File: src/rtl/sdram_inj_pkg.sv
package sdram_inj_pkg;

  // Command register bit positions (decoded by each phase)
  localparam int CMD_CS   = 0;
  localparam int CMD_WE   = 1;
  localparam int CMD_CAS  = 2;
  localparam int CMD_RAS  = 3;
  localparam int CMD_WREN = 4;
  localparam int CMD_RDEN = 5;
  localparam int CMD_W    = 6;

  // Control register bits
  localparam int CTRL_SEL = 0;
  localparam int CTRL_CKE = 1;

  // Word offsets inside one phase block
  localparam int OFF_W = 5;
  localparam logic [OFF_W-1:0] OFF_CMD  = 5'd0;
  localparam logic [OFF_W-1:0] OFF_AHI  = 5'd1;
  localparam logic [OFF_W-1:0] OFF_ALO  = 5'd2;
  localparam logic [OFF_W-1:0] OFF_BANK = 5'd3;
  localparam logic [OFF_W-1:0] OFF_WDAT = 5'd8;
  localparam logic [OFF_W-1:0] OFF_RDAT = 5'd16;

  localparam int ROWADDR_W = 16;

  typedef struct packed {
    logic cs_n;
    logic ras_n;
    logic cas_n;
    logic we_n;
    logic wren;
    logic rden;
  } cmd_pins_t;

  localparam cmd_pins_t CMD_IDLE = '{cs_n: 1'b1, ras_n: 1'b1, cas_n: 1'b1,
                                     we_n: 1'b1, wren: 1'b0, rden: 1'b0};

endpackage

File: src/rtl/sdram_inj_rstsync.sv
module sdram_inj_rstsync (
  input  logic clk,
  input  logic rst_n,
  output logic rst_sync_n
);

  logic meta_q;

  always_ff @(posedge clk or negedge rst_n) begin
    if (!rst_n) begin
      meta_q     <= 1'b0;
      rst_sync_n <= 1'b0;
    end else begin
      meta_q     <= 1'b1;
      rst_sync_n <= meta_q;
    end
  end

endmodule

File: src/rtl/sdram_inj_ctrl.sv
module sdram_inj_ctrl
  import sdram_inj_pkg::*;
(
  input  logic       clk,
  input  logic       rst_n,
  input  logic       wr_en,
  input  logic [1:0] wdata,
  output logic       sel_hw,
  output logic       cke
);

  logic sel_d, cke_d;

  always_comb begin
    sel_d = sel_hw;
    cke_d = cke;
    if (wr_en) begin
      sel_d = wdata[CTRL_SEL];
      cke_d = wdata[CTRL_CKE];
    end
  end

  always_ff @(posedge clk or negedge rst_n) begin
    if (!rst_n) begin
      sel_hw <= 1'b0;
      cke    <= 1'b0;
    end else begin
      sel_hw <= sel_d;
      cke    <= cke_d;
    end
  end

  AST_CKE_TRACKS: assert property (@(posedge clk) disable iff (!rst_n)
    wr_en |=> (cke == $past(wdata[CTRL_CKE])));

  AST_CTRL_HOLD: assert property (@(posedge clk) disable iff (!rst_n)
    !wr_en |=> $stable({sel_hw, cke}));

endmodule

File: src/rtl/sdram_inj_phase.sv
module sdram_inj_phase
  import sdram_inj_pkg::*;
#(
  parameter int BANK_W = 3,
  parameter int DBYTES = 8
) (
  input  logic                   clk,
  input  logic                   rst_n,
  input  logic                   sel_hw,
  input  logic                   wr_en,
  input  logic [OFF_W-1:0]       off,
  input  logic [7:0]             wdata,
  input  logic [8*DBYTES-1:0]    phy_rddata,
  input  logic                   phy_rdvalid,
  output logic [ROWADDR_W-1:0]   sw_addr,
  output logic [BANK_W-1:0]      sw_bank,
  output cmd_pins_t              sw_cmd,
  output logic [8*DBYTES-1:0]    sw_wrdata,
  output logic [7:0]             rd_byte
);

  localparam int DW = 8 * DBYTES;

  logic [CMD_W-1:0]  cmd_q, cmd_d;
  logic [7:0]        ahi_q, ahi_d, alo_q, alo_d;
  logic [BANK_W-1:0] bank_q, bank_d;
  logic [DW-1:0]     wdat_q, wdat_d, rdat_q, rdat_d;
  logic              fire_q, fire_d, armed_q, armed_d;
  logic              cmd_wr, capture;

  // Next-state logic
  always_comb begin
    cmd_wr  = wr_en && (off == OFF_CMD);
    capture = armed_q && phy_rdvalid && !sel_hw;

    cmd_d   = cmd_wr ? wdata[CMD_W-1:0] : cmd_q;
    ahi_d   = (wr_en && off == OFF_AHI)  ? wdata : ahi_q;
    alo_d   = (wr_en && off == OFF_ALO)  ? wdata : alo_q;
    bank_d  = (wr_en && off == OFF_BANK) ? wdata[BANK_W-1:0] : bank_q;
    fire_d  = cmd_wr;

    armed_d = armed_q;
    if (capture)                     armed_d = 1'b0;
    if (cmd_wr && wdata[CMD_RDEN])   armed_d = 1'b1;

    rdat_d  = capture ? phy_rddata : rdat_q;

    wdat_d  = wdat_q;
    for (int k = 0; k < DBYTES; k++) begin
      if (wr_en && off == OFF_W'(int'(OFF_WDAT) + k))
        wdat_d[8*k +: 8] = wdata;
    end
  end

  // State registers
  always_ff @(posedge clk or negedge rst_n) begin
    if (!rst_n) begin
      cmd_q   <= '0;
      ahi_q   <= '0;
      alo_q   <= '0;
      bank_q  <= '0;
      wdat_q  <= '0;
      rdat_q  <= '0;
      fire_q  <= 1'b0;
      armed_q <= 1'b0;
    end else begin
      cmd_q   <= cmd_d;
      ahi_q   <= ahi_d;
      alo_q   <= alo_d;
      bank_q  <= bank_d;
      wdat_q  <= wdat_d;
      rdat_q  <= rdat_d;
      fire_q  <= fire_d;
      armed_q <= armed_d;
    end
  end

  // Software-side drive
  assign sw_addr   = {ahi_q, alo_q};
  assign sw_bank   = bank_q;
  assign sw_wrdata = wdat_q;

  always_comb begin
    sw_cmd.cs_n  = !(fire_q && cmd_q[CMD_CS]);
    sw_cmd.ras_n = !(fire_q && cmd_q[CMD_RAS]);
    sw_cmd.cas_n = !(fire_q && cmd_q[CMD_CAS]);
    sw_cmd.we_n  = !(fire_q && cmd_q[CMD_WE]);
    sw_cmd.wren  = fire_q && cmd_q[CMD_WREN];
    sw_cmd.rden  = fire_q && cmd_q[CMD_RDEN];
  end

  // Readback
  always_comb begin
    rd_byte = '0;
    case (off)
      OFF_CMD:  rd_byte = 8'(cmd_q);
      OFF_AHI:  rd_byte = ahi_q;
      OFF_ALO:  rd_byte = alo_q;
      OFF_BANK: rd_byte = 8'(bank_q);
      default:  rd_byte = '0;
    endcase
    for (int k = 0; k < DBYTES; k++) begin
      if (off == OFF_W'(int'(OFF_WDAT) + k)) rd_byte = wdat_q[8*k +: 8];
      if (off == OFF_W'(int'(OFF_RDAT) + k)) rd_byte = rdat_q[8*k +: 8];
    end
  end

  AST_FIRE_NEEDS_WRITE: assert property (@(posedge clk) disable iff (!rst_n)
    !sw_cmd.cs_n |-> $past(cmd_wr));

  AST_ONE_CYCLE: assert property (@(posedge clk) disable iff (!rst_n)
    !cmd_wr |=> (sw_cmd == CMD_IDLE));

  AST_CAPTURE_ARMED: assert property (@(posedge clk) disable iff (!rst_n)
    !$stable(rdat_q) |-> $past(armed_q && phy_rdvalid && !sel_hw));

endmodule

File: src/rtl/sdram_inj_mux.sv
module sdram_inj_mux
  import sdram_inj_pkg::*;
#(
  parameter int BANK_W = 3,
  parameter int DBYTES = 8
) (
  input  logic                  sel_hw,
  input  logic [ROWADDR_W-1:0]  sw_addr,
  input  logic [BANK_W-1:0]     sw_bank,
  input  cmd_pins_t             sw_cmd,
  input  logic [8*DBYTES-1:0]   sw_wrdata,
  input  logic [ROWADDR_W-1:0]  hw_addr,
  input  logic [BANK_W-1:0]     hw_bank,
  input  cmd_pins_t             hw_cmd,
  input  logic [8*DBYTES-1:0]   hw_wrdata,
  output logic [ROWADDR_W-1:0]  phy_addr,
  output logic [BANK_W-1:0]     phy_bank,
  output cmd_pins_t             phy_cmd,
  output logic [8*DBYTES-1:0]   phy_wrdata
);

  always_comb begin
    if (sel_hw) begin
      phy_addr   = hw_addr;
      phy_bank   = hw_bank;
      phy_cmd    = hw_cmd;
      phy_wrdata = hw_wrdata;
    end else begin
      phy_addr   = sw_addr;
      phy_bank   = sw_bank;
      phy_cmd    = sw_cmd;
      phy_wrdata = sw_wrdata;
    end
  end

endmodule

File: src/rtl/sdram_cmd_inject.sv
module sdram_cmd_inject
  import sdram_inj_pkg::*;
#(
  parameter int NPHASE = 2,
  parameter int BANK_W = 3,
  parameter int DBYTES = 8,
  parameter int REG_AW = 7
) (
  input  logic                         clk,
  input  logic                         rst_n,
  input  logic                         reg_wr,
  input  logic [REG_AW-1:0]            reg_addr,
  input  logic [7:0]                   reg_wdata,
  output logic [7:0]                   reg_rdata,
  input  logic [NPHASE*16-1:0]         hw_addr,
  input  logic [NPHASE*BANK_W-1:0]     hw_bank,
  input  logic [NPHASE-1:0]            hw_cs_n,
  input  logic [NPHASE-1:0]            hw_ras_n,
  input  logic [NPHASE-1:0]            hw_cas_n,
  input  logic [NPHASE-1:0]            hw_we_n,
  input  logic [NPHASE-1:0]            hw_wrdata_en,
  input  logic [NPHASE*8*DBYTES-1:0]   hw_wrdata,
  input  logic [NPHASE-1:0]            hw_rddata_en,
  output logic [NPHASE*8*DBYTES-1:0]   hw_rddata,
  output logic [NPHASE-1:0]            hw_rddata_valid,
  output logic [NPHASE*16-1:0]         phy_addr,
  output logic [NPHASE*BANK_W-1:0]     phy_bank,
  output logic [NPHASE-1:0]            phy_cs_n,
  output logic [NPHASE-1:0]            phy_ras_n,
  output logic [NPHASE-1:0]            phy_cas_n,
  output logic [NPHASE-1:0]            phy_we_n,
  output logic                         phy_cke,
  output logic [NPHASE-1:0]            phy_wrdata_en,
  output logic [NPHASE*8*DBYTES-1:0]   phy_wrdata,
  output logic [NPHASE-1:0]            phy_rddata_en,
  input  logic [NPHASE*8*DBYTES-1:0]   phy_rddata,
  input  logic [NPHASE-1:0]            phy_rddata_valid
);

  localparam int DW    = 8 * DBYTES;
  localparam int BLK_W = REG_AW - OFF_W;

  logic              rst_sync_n;
  logic              sel_hw;
  logic              ctrl_wr;
  logic [BLK_W-1:0]  blk;
  logic [OFF_W-1:0]  off;
  logic [NPHASE-1:0] ph_wr;
  logic [7:0]        ph_rd [NPHASE];

  assign blk     = reg_addr[REG_AW-1:OFF_W];
  assign off     = reg_addr[OFF_W-1:0];
  assign ctrl_wr = reg_wr && (blk == '0) && (off == '0);

  sdram_inj_rstsync u_rstsync (
    .clk        (clk),
    .rst_n      (rst_n),
    .rst_sync_n (rst_sync_n)
  );

  sdram_inj_ctrl u_ctrl (
    .clk    (clk),
    .rst_n  (rst_sync_n),
    .wr_en  (ctrl_wr),
    .wdata  (reg_wdata[1:0]),
    .sel_hw (sel_hw),
    .cke    (phy_cke)
  );

  assign hw_rddata = phy_rddata;

  for (genvar p = 0; p < NPHASE; p++) begin : g_phase
    logic [ROWADDR_W-1:0] sw_addr, mx_addr;
    logic [BANK_W-1:0]    sw_bank, mx_bank;
    logic [DW-1:0]        sw_wrdata, mx_wrdata;
    cmd_pins_t            sw_cmd, hw_cmd, mx_cmd;

    assign ph_wr[p] = reg_wr && (blk == BLK_W'(p + 1));

    assign hw_cmd = '{cs_n: hw_cs_n[p], ras_n: hw_ras_n[p], cas_n: hw_cas_n[p],
                      we_n: hw_we_n[p], wren: hw_wrdata_en[p], rden: hw_rddata_en[p]};

    sdram_inj_phase #(.BANK_W(BANK_W), .DBYTES(DBYTES)) u_phase (
      .clk         (clk),
      .rst_n       (rst_sync_n),
      .sel_hw      (sel_hw),
      .wr_en       (ph_wr[p]),
      .off         (off),
      .wdata       (reg_wdata),
      .phy_rddata  (phy_rddata[p*DW +: DW]),
      .phy_rdvalid (phy_rddata_valid[p]),
      .sw_addr     (sw_addr),
      .sw_bank     (sw_bank),
      .sw_cmd      (sw_cmd),
      .sw_wrdata   (sw_wrdata),
      .rd_byte     (ph_rd[p])
    );

    sdram_inj_mux #(.BANK_W(BANK_W), .DBYTES(DBYTES)) u_mux (
      .sel_hw     (sel_hw),
      .sw_addr    (sw_addr),
      .sw_bank    (sw_bank),
      .sw_cmd     (sw_cmd),
      .sw_wrdata  (sw_wrdata),
      .hw_addr    (hw_addr[p*16 +: 16]),
      .hw_bank    (hw_bank[p*BANK_W +: BANK_W]),
      .hw_cmd     (hw_cmd),
      .hw_wrdata  (hw_wrdata[p*DW +: DW]),
      .phy_addr   (mx_addr),
      .phy_bank   (mx_bank),
      .phy_cmd    (mx_cmd),
      .phy_wrdata (mx_wrdata)
    );

    assign phy_addr[p*16 +: 16]         = mx_addr;
    assign phy_bank[p*BANK_W +: BANK_W] = mx_bank;
    assign phy_wrdata[p*DW +: DW]       = mx_wrdata;
    assign phy_cs_n[p]                  = mx_cmd.cs_n;
    assign phy_ras_n[p]                 = mx_cmd.ras_n;
    assign phy_cas_n[p]                 = mx_cmd.cas_n;
    assign phy_we_n[p]                  = mx_cmd.we_n;
    assign phy_wrdata_en[p]             = mx_cmd.wren;
    assign phy_rddata_en[p]             = mx_cmd.rden;
    assign hw_rddata_valid[p]           = sel_hw && phy_rddata_valid[p];

    AST_SW_IDLE: assert property (@(posedge clk) disable iff (!rst_sync_n)
      (!sel_hw && !$past(ph_wr[p] && off == OFF_CMD)) |->
      (phy_cs_n[p] && phy_ras_n[p] && phy_cas_n[p] && phy_we_n[p] &&
       !phy_wrdata_en[p] && !phy_rddata_en[p]));

    AST_HW_PASS: assert property (@(posedge clk) disable iff (!rst_sync_n)
      sel_hw |-> (phy_cs_n[p] == hw_cs_n[p] && phy_we_n[p] == hw_we_n[p] &&
                  phy_addr[p*16 +: 16] == hw_addr[p*16 +: 16]));
  end

  // Host readback
  always_comb begin
    reg_rdata = '0;
    if (blk == '0 && off == '0) reg_rdata = {6'b0, phy_cke, sel_hw};
    for (int p = 0; p < NPHASE; p++) begin
      if (blk == BLK_W'(p + 1)) reg_rdata = ph_rd[p];
    end
  end

endmodule

File: config.mk
export PLATFORM = sky130hd
export DESIGN_NAME = sdram_cmd_inject
export DESIGN_NICKNAME = d
export VERILOG_FILES = /design/src/rtl/sdram_inj_pkg.sv /design/src/rtl/sdram_inj_rstsync.sv /design/src/rtl/sdram_inj_ctrl.sv /design/src/rtl/sdram_inj_phase.sv /design/src/rtl/sdram_inj_mux.sv /design/src/rtl/sdram_cmd_inject.sv
export SDC_FILE = /design/constraint.sdc
export NUM_CORES = 1
export LEC_CHECK = 0
export BUFFER_PORTS_ARGS = -buffer_cell sky130_fd_sc_hd__buf_2
export CELL_PAD_IN_SITES_DETAIL_PLACEMENT = 0
export CELL_PAD_IN_SITES_GLOBAL_PLACEMENT = 1
export CORE_AREA = 2 2 247 249
export CTS_CLUSTER_DIAMETER = 30
export DETAILED_ROUTE_END_ITERATION = 8
export DIE_AREA = 0 0 249 251
export PLACE_DENSITY = 0.67
export SLEW_MARGIN = 40
export SYNTH_ARGS = -nofsm -noshare
export SYNTH_HDL_FRONTEND = slang
export SYNTH_SLANG_ARGS = --single-unit
File: constraint.sdc
create_clock -name clk -period 9.9 [get_ports clk]
set_input_delay 0.495 -clock clk [delete_from_list [all_inputs] [get_ports clk]]
set_output_delay 0.495 -clock clk [all_outputs]
set_load 0.005 [all_outputs]
# Word-level counts from Yosys, hierarchy flattened
# Index checks and enable logic that the tools add are counted.
[op_classes]
n_eq_ne = 21
mux = 49
reduce_logical = 62
[ops]
columns = ["cell", "count"]
rows = [
  ["$mux W8", 34],
  ["$mux W64", 2],
  ["$pmux W8 S4", 2],
  ["$logic_and A1 B1 Y1", 49],
  ["$eq A5 B4 Y1 const B", 8],
  ["$eq A5 B5 Y1 const B", 8],
  ["$mux W16", 2],
  ["$mux W6", 2],
  ["$eq A5 B2 Y1 const B", 2],
  ["$logic_not A1 Y1", 9],
  ["$mux W3", 2],
  ["$eq A5 B1 Y1 const B", 1],
  ["$logic_not A5 Y1", 1],
  ["$mux W1", 4],
  ["$reduce_bool A2 Y1", 2],
  ["$eq A2 B1 Y1 const B", 1],
  ["$eq A2 B2 Y1 const B", 1],
  ["$logic_not A2 Y1", 1],
  ["$mux W2", 1],
]
[totals]
ff_bits = 314
output_inout_bits = 317
word_cells = 166

# Longest topological paths before layout
# Gate-level depths: netlist of the first run.
[logic_depth]
word_depth = 20
depth_mapped = 10
ltp_nobuf = 6

# Modules after synthesis
# A second synthesis of the first run with hierarchy kept.
[unflattened]
cells_unflattened = 1631
area_unflattened_um2 = 18711.7
[by_module_without_submodules]
columns = ["module", "n_inst", "cells_per_inst", "area_per_inst_um2"]
rows = [
  ["sdram_inj_phase", 2, 638, 7614.8],
  ["sdram_inj_mux", 2, 99, 1108.6],
  ["sdram_cmd_inject", 1, 150, 1138.6],
  ["sdram_inj_ctrl", 1, 4, 72.6],
  ["sdram_inj_rstsync", 1, 3, 53.8],
]

# Least setup slack after synthesis of the first run
# No wires, ideal clock.
[synth_path]
path_type = "input to output"
startpoint = "input port reg_addr[2]"
endpoint = "output port reg_rdata[5]"
arrival_ns = 2.035
required_time_ns = 9.405
setup_slack_ns = 7.370
stages = 8
path_buffers = 3
path_cell_list = "buf_6 > buf_6 > buf_6 > nor2_1 > nand2_1 > a221o_1 > a211o_1 > a211o_1"
[synth_between]
elab_chain_cells = 20
elab_cells_between_ends = 56
[synth_rtl]
columns = ["item", "line", "rtl"]
rows = [
  ["start: declaration", "sdram_cmd_inject.sv:12", "input logic [REG_AW-1:0] reg_addr,"],
  ["$eq A5 B2 Y1, or another cell as far along", "sdram_inj_phase.sv:95", "case (off)"],
  ["$pmux W8 S4", "sdram_inj_phase.sv:95", ""],
  ["$mux W8", "sdram_inj_phase.sv:103", "if (off == OFF_W'(int'(OFF_WDAT) + k)) rd_byte = wdat_q[8*k +: 8];"],
  ["$mux W8", "sdram_inj_phase.sv:104", "if (off == OFF_W'(int'(OFF_RDAT) + k)) rd_byte = rdat_q[8*k +: 8];"],
  ["$mux W8", "sdram_inj_phase.sv:103", ""],
  ["$mux W8", "sdram_inj_phase.sv:104", ""],
  ["$mux W8", "sdram_inj_phase.sv:103", ""],
  ["$mux W8", "sdram_inj_phase.sv:104", ""],
  ["(+4 left out)", "n/a", ""],
  ["$mux W8", "sdram_inj_phase.sv:103", ""],
  ["$mux W8", "sdram_inj_phase.sv:104", ""],
  ["$mux W8", "sdram_inj_phase.sv:103", ""],
  ["$mux W8", "sdram_inj_phase.sv:104", ""],
  ["$mux W8", "sdram_inj_phase.sv:103", ""],
  ["$mux W8", "sdram_inj_phase.sv:104", ""],
  ["$mux W8", "sdram_cmd_inject.sv:141", "if (blk == BLK_W'(p + 1)) reg_rdata = ph_rd[p];"],
  ["$mux W8 (*)", "sdram_cmd_inject.sv:141", ""],
  ["end: declaration", "sdram_cmd_inject.sv:14", "output logic [7:0] reg_rdata,"],
]
# Mark *: on every way between the ends. The rest lies on a longest branch, timed or not.

# Worst setup path in the final report of the first run
[layout_path]
startpoint = "input port reg_addr[0]"
endpoint = "output port reg_rdata[2]"
# Same word-level chain as after synthesis.

==> results of run 1 <==
cell families after synthesis:
logic type,Yosys count
and+or+nand+nor,262
other,1
muxes,481
xor gates and xnor gates,2
AOI/OAI and AO/OA,308
buffers and inverters,247
DFF,314
repair_timing:
action	4_1_cts	5_1_grt
endpoints found under the setup margin	0	0
hold buffers	1	0
endpoints found under the hold margin	2	0
stage by stage:
stage | util [%] | cell area, sq um | cells | hold WS [ns] | total power, mW
3_3_place_gp | 35.6 | 21300 | 2822 | 0.250 | 2.48
4_1_cts | 40.1 | 24000 | 2968 | 0.131 | 5.06
6_report | 40.2 | 24000 | 2972 | 0.150 | 5.03
3_5_place_dp | 35.6 | 21300 | 2822 | 0.258 | 2.49
5_1_grt | 40.2 | 24000 | 2970 | 0.135 | 5.21
2_1_floorplan | - | 18400 | 1615 | 0.199 | 2.05
cells in the mapped netlist (10+ instances only):
master and n:
a211oi_1 14, a21oi_1 57, a22oi_1 24, a31oi_1 10, a32oi_1 11, buf_2 22
buf_4 141, clkbuf_1 65, dfrtp_1 314, mux2_2 474, nand2_1 62, nand2b_1 11
nand3_1 31, nor2_1 50, nor2_2 17, nor2b_1 21, nor3_1 12, o211ai_1 13
o21ai_0 54, o221ai_1 13, o22ai_1 18
registers in the layout, indices dropped and copies added, names as in the netlist, 2 cells and up:
name	count
g_phase.u_phase.fire_q	2
g_phase.u_phase.cmd_q	12
g_phase.u_phase.armed_q	2
g_phase.u_phase.alo_q	16
g_phase.u_phase.ahi_q	16
g_phase.u_phase.sw_bank	6
g_phase.u_phase.sw_wrdata	128
g_phase.u_phase.rdat_q	128
area by class of cell:
cell class | count | area (sq um) | area share [%]
diodes | 3 | 7.51 | 0.0312
clock buffers | 118 | 2380 | 9.89
clock inverters | 27 | 319 | 1.33
inverters | 8 | 30.0 | 0.125
multi-input cells | 1054 | 9030 | 37.5
flip-flops and latches | 314 | 7870 | 32.7
well taps | 782 | 978 | 4.07
repair buffers | 666 | 3440 | 14.3
worst max-delay path by stage:
| stage | from | end | slack, ns |
|---|---|---|---|
| floorplan | u_rstsync.rst_sync_n$_DFF_PN0_ | g_phase[0].u_phase.ahi_q[0]$_DFFE_PN0P_ | 0.50 |
| global placement | reg_addr[0] | reg_rdata[2] | 5.65 |
| detailed placement | reg_addr[0] | reg_rdata[2] | 5.69 |
| CTS | reg_addr[0] | reg_rdata[2] | 5.69 |
| global route | reg_addr[0] | reg_rdata[2] | 5.51 |
| finish | reg_addr[0] | reg_rdata[2] | 5.56 |
layer usage:
metal | share of wire [%] | vias to the layer above | global-route usage, %
met3 | 7.4 | 147 | 6.86
li1 | - | 6937 | -
met2 | 48 | 778 | 45.9
met5 | 0.076 | - | 0
met1 | 41 | 8251 | 34.7
met4 | 3.2 | 10 | 9.90
worst reg2reg max path: cells and delay by family, from the launching register on:
kind                   cells  cell delay [ns]
flip-flops                 1             0.87
multiplexers               1             0.57
AND/OR/NAND/NOR            1             0.50
buffers and inverters      1             0.47
power breakdown:
| part | total (mW) | switching, mW | internal, mW |
|---|---|---|---|
| Sequential | 1.73 | 0.252 | 1.48 |
| Clock | 2.56 | 0.761 | 1.80 |
| Combinational | 0.744 | 0.357 | 0.387 |
| Total | 5.03 | 1.37 | 3.66 |
==> results by group, run 1 <==
Finish
  • Layout fillers: 5807
  • Most frequent cells in the layout: 641 x buf_2, 474 x mux2_2, 312 x dfrtp_1
  • Layout area overhead: 30.6%
  • Final nets: 2449
  • Layout cells sized above 1: 59.9%
  • Most common library cell in the layout ignoring fill and taps: buf_2

Setup path
  • Critical path peak fanout: 59
  • CP Depth: 10
  • Top delay family on crit path: simple AND/OR/NAND/NOR gates
  • Critical Path RT: 9.41 ns
  • R2R Path Start: u_ctrl.sel_hw$_DFFE_PN0P_
  • Crit-path max cell delay: 0.63 ns
  • Worst reg2reg path depth: 3
  • R2r setup slk: between 7 and 8 ns
  • Crit path cell chain: buf_2 > buf_4 > nor2b_2 > buf_4 > nand2_1 > o21ai_0 > a31oi_1 > nor4_1 > o2bb2ai_1 > buf_2
  • Critical path data arrival time: 3.85 ns
  • Crit path kind: in2out
  • RR Endpoint: g_phase[1].u_phase.rdat_q[62]$_DFFE_PN0P_
  • Startpoint types: input pin
  • Slowest stage cell, crit path: nor2b_2
  • Crit end category: output pin
  • Worst Path Buf+Inv: 4

Worst hold path
  • Beginning of the worst hold path: phy_rddata[45]
  • Hold Crit Depth: 2
  • HP Class: in2reg
  • Min-Delay Endpoint: g_phase[0].u_phase.rdat_q[45]$_DFFE_PN0P_

Detailed routing
  • Antenna-violating nets left: 0
  • DR vias/cell: 5.42
  • DR pass1 iterations: 5
  • Via count: 16.1k
  • Residual DRC: 0
  • Initial detailed-routing violation count: between 1k and 1.5k
  • Routed length per placed instance: 29.7 um
  • Routed Wire Length: about 88000 um

Synthesis
  • Simple-Gate Fraction of Synth Area: 7.57%
  • Unique masters post-synth: between 70 and 80
  • Prevailing post-synth register cell: dfrtp_1
  • Post-synthesis sequential area ratio: 42.7%
  • Largest family of logic cells by synthesized area: multiplexers
  • Post-Synth Adder-Cell Area: 0%
  • Synth Area in Compound Gates: 11.7%
  • Post-synth EDFFs: 0
  • Top cells by area, synth: dfrtp_1 43%, mux2_2 29%, buf_4 5.8%
  • Post-synth top area share: 42.7%
  • Synth Instances: 1615
  • Synth warn: 0
  • Post-synth ARST share: between 90% and 100%
  • Cell area after synthesis: ~18000 sq um
  • #FFs+latches synth: 314
  • Largest area contributor in the netlist: dfrtp_1
  • Syn Nets: slightly below 2k
  • Mux cell area share after synthesis: roughly 30%
  • Mapped Avg Cell Area: 11.4 sq um
  • Synth Area in XOR/XNOR: less than 1%

Placed design
  • Detail Placement HPWL: 68800 um
  • Gpl congestion: 0.941
  • Pre-CTS worst setup slack: 5.69 ns
  • # port buffers: about 640

Clock tree
  • H-tree Lvls: 3
  • Clk slew on worst S/H paths: ~0.04 ns
  • Post-CTS Setup Bufs: 0
  • Clock Tree Buf Depth: 3
  • TritonCTS clock tree: yes
  • CTS root buf: clkbuf_16
  • Clock Latency Late Sink: 0.60 ns
  • Inserted Clock Buffers: 79
  • Clk sink count: 314
  • # resized after CTS: 0

Outcome
  • Status: complete, no violations

Global route
  • Grt ovf: 0
  • Initial antenna violation count: 9
  • Largest net degree at the start of global routing: 86
  • First-pass GRT wire length: 122000 um
  • Vias in the first global route: approximately 16k
  • All-Layer GR Usage: 27.6%

Job
  • Max-Cap Viols: 0

Power
  • IR drop worst, VDD: 96.7 uV
  • Leakage: between 10 and 15 nW
  • Pwr dens: 209 nW/um^2

Die
  • Std-Cell Core Area: 59800 sq um
  • DIE WIDTH: 249 um
  • Top Ports: 643
  • Starting density of the core: a little under a third
  • Row count: 90
  • Die height: ~250 um
  • Die area: approximately 62000 sq um

Timing
  • Final Slew Violations: 0
  • Fin crit period: 4.34 ns
  • Slew headroom: 43.1%
  • Hold Fails Final Rpt: 0
  • Setup Skew: 0.0122 ns
  • Worst Slack Setup Final: 5.56 ns
  • F_max: 230 MHz
  • Setup Viol. Count Final: 0
  • RSZ-0062 raised after global routing: no
  • Slew @ Worst Pin: 0.853 ns
  • Setup TNS: 0 ns
  • Period Utilization, post-route: ~44%
Power figures use the tool's default switching activity.
==> run 2: changes to the inputs <==
--- a/config.mk
+++ b/config.mk
@@ -8,11 +8,11 @@
 export BUFFER_PORTS_ARGS = -buffer_cell sky130_fd_sc_hd__buf_2
 export CELL_PAD_IN_SITES_DETAIL_PLACEMENT = 0
 export CELL_PAD_IN_SITES_GLOBAL_PLACEMENT = 1
-export CORE_AREA = 2 2 247 249
+export CORE_AREA = 2 2 248 250
 export CTS_CLUSTER_DIAMETER = 30
 export DETAILED_ROUTE_END_ITERATION = 8
-export DIE_AREA = 0 0 249 251
-export PLACE_DENSITY = 0.67
+export DIE_AREA = 0 0 250 252
+export PLACE_DENSITY = 0.64
 export SLEW_MARGIN = 40
 export SYNTH_ARGS = -nofsm -noshare
 export SYNTH_HDL_FRONTEND = slang
==> constraint.sdc (replaced) <==
create_clock -name clk -period 4.44 [get_ports clk]
set_input_delay 0.222 -clock clk [delete_from_list [all_inputs] [get_ports clk]]
set_output_delay 0.222 -clock clk [all_outputs]
set_load 0.005 [all_outputs]
==> run 2 against run 1 <==
Net effect: critical endpoint unchanged; final cell count increased by 5.1%; clock-buffer cell count decreased by 20; highest routed layer unchanged; critical path depth decreased by 2.
==> results by group, run 2 (synthesized netlist as in run 1, its figures left out) <==
Outcome
  • Status: complete, no violations

Global route
  • Grt ovf: 0
  • Vias in the first global route: 17.2k
  • First-pass GRT wire length: roughly 130000 um
  • Largest net degree at the start of global routing: approximately 110
  • Initial antenna violation count: 4
  • All-Layer GR Usage: between 20% and 30%

Power
  • Pwr dens: 436 nW/um^2
  • IR drop worst, VDD: 237 uV
  • Switching portion of total power: roughly 28%
  • Leakage: around 13 nW
  • Psw: approximately 3.1 mW
  • Part of the power in registers: 34.8%
  • P_int: ~7.9 mW
  • Comb pwr share: about 16%
  • Clk pwr share: approximately half

Detailed routing
  • Initial detailed-routing violation count: 1353
  • DR pass1 iterations: 6
  • Via count: 16.7k
  • Routed length per placed instance: around 30 um
  • Antenna-violating nets left: 0
  • Residual DRC: 0
  • DR vias/cell: 5.34
  • Routed Wire Length: around 92000 um

Timing
  • Setup TNS: 0 ns
  • Slew @ Worst Pin: 0.835 ns
  • RSZ-0062 raised after global routing: no
  • Setup Skew: approximately 0.017 ns
  • Period Utilization, post-route: between 80% and 90%
  • Fin crit period: 3.86 ns
  • Setup Viol. Count Final: 0
  • Final Slew Violations: 0
  • Hold Fails Final Rpt: 0
  • F_max: 259 MHz
  • Slew headroom: 44.1%

Setup path
  • Critical path peak fanout: 19
  • Critical path data arrival time: 3.64 ns
  • Critical Path RT: 4.22 ns
  • Startpoint types: input pin
  • Crit end category: output pin
  • Crit path kind: in2out

Die
  • Die height: ~250 um
  • Std-Cell Core Area: 60100 sq um
  • Die area: 63000 sq um
  • Row count: 90
  • Top Ports: 643
  • DIE WIDTH: 250 um
  • Starting density of the core: between 30 and 40%

Clock tree
  • H-tree Lvls: 3
  • TritonCTS clock tree: yes
  • CTS root buf: clkbuf_16
  • Clk slew on worst S/H paths: approximately 0.050 ns
  • Clock Latency Late Sink: 0.60 ns
  • Post-CTS Setup Bufs: 0
  • Clock Tree Buf Depth: 3
  • Inserted Clock Buffers: 75
  • Clk sink count: 314
  • # resized after CTS: 0
  • CTS Hold Buffers Added: ~130

Finish
  • Most common library cell in the layout ignoring fill and taps: buf_2
  • Layout cells sized above 1: 57.0%
  • Final std cells w/o fill: 3124
  • Final nets: 2604
  • Layout area overhead: 37.9%
  • Most frequent cells in the layout: 643 x buf_2, 474 x mux2_2, 312 x dfrtp_1

Placed design
  • # port buffers: 642
  • Placed cells: 2852
  • Gpl congestion: around 0.94
  • Detail Placement HPWL: 70500 um

Job
  • Max-Cap Viols: 0

Worst hold path
  • HP Class: in2reg
-- run 2: changes by cell type in the layout (fill, tap and decap cells not counted), moves of 3 or more --
cell and change:
clkinvlp_4 +10, clkbuf_1 -3, buf_12 +4, buf_4 +29
clkbuf_8 -12, clkbuf_16 -6, buf_6 -4, dlygate4sd3_1 +130
inv_6 +5, nor2_2 -3
-- run 2: final timing paths --
kind / start / end / slack, ns / cells after the start
setup reg to reg: u_ctrl.sel_hw$_DFFE_PN0P_ / g_phase[0].u_phase.rdat_q[13]$_DFFE_PN0P_ / 2.01 / 4
min in group asynchronous: u_rstsync.rst_sync_n$_DFF_PN0_ / g_phase[0].u_phase.ahi_q[2]$_DFFE_PN0P_ / 0.40 / 0
setup / recovery: reg_addr[0] / reg_rdata[2] / 0.58 / 8
max in group asynchronous: u_rstsync.rst_sync_n$_DFF_PN0_ / g_phase[1].u_phase.sw_wrdata[30]$_DFFE_PN0P_ / 2.95 / 1
hold / removal: reg_wr / u_ctrl.cke$_DFFE_PN0P_ / 0.11 / 3
hold reg to reg: u_rstsync.meta_q$_DFF_PN0_ / u_rstsync.rst_sync_n$_DFF_PN0_ / 0.34 / 0
-- run 2: area by class of cell --
cell class,instances,area [sq um]
diodes,3,7.51
clock buffers,98,2060
clock inverters,40,449
fillers,5855,34700
inverters,8,30.0
multi-input cells,1054,9020
flip-flops and latches,314,7870
well taps,782,978
repair buffers,825,4970
-- run 2: power by group through the flow --
stage	combinational, mW	clock (mW)	sequential, mW
3_5_place_dp	1.67	0	3.90
3_3_place_gp	1.65	0	3.90
2_1_floorplan	1.02	0	3.54
5_1_grt	1.90	5.68	3.88
6_report	1.78	5.43	3.85
4_1_cts	1.77	5.49	3.86
-- run 2: worst max-delay path, cell delays in order --
cell and delay [ns]:
buf_2 0.40, nor2b_2 0.79, nand2_1 0.39, o21ai_0 0.49, a31oi_1 0.22, nor4_1 0.70, o2bb2ai_1 0.23, buf_2 0.18
-- run 2: per-layer routing --
| metal | wire, um | up-vias | track usage, % |
|---|---|---|---|
| li1 | - | 7234 | - |
| met3 | 4660 | 86 | 4.49 |
| met2 | 45500 | 702 | 48.6 |
| met5 | 25 | - | 0 |
| met4 | 1810 | 4 | 6.89 |
| met1 | 40200 | 8650 | 37.9 |
-- run 2: stage by stage --
| stage | hold slack, ns | area, sq um | utilization (%) | setup WS (ns) | power [mW] |
|---|---|---|---|---|---|
| floorplan | -0.0736 | 18400 | - | 1.32 | 4.56 |
| global placement | 0.00870 | 21500 | 35.8 | 0.739 | 5.55 |
| detailed placement | 0.00900 | 21500 | 35.8 | 0.783 | 5.57 |
| CTS | 0.0780 | 25400 | 42.2 | 0.772 | 11.1 |
| global route | 0.104 | 25400 | 42.2 | 0.668 | 11.5 |
| finish | 0.113 | 25400 | 42.2 | 0.579 | 11.1 |
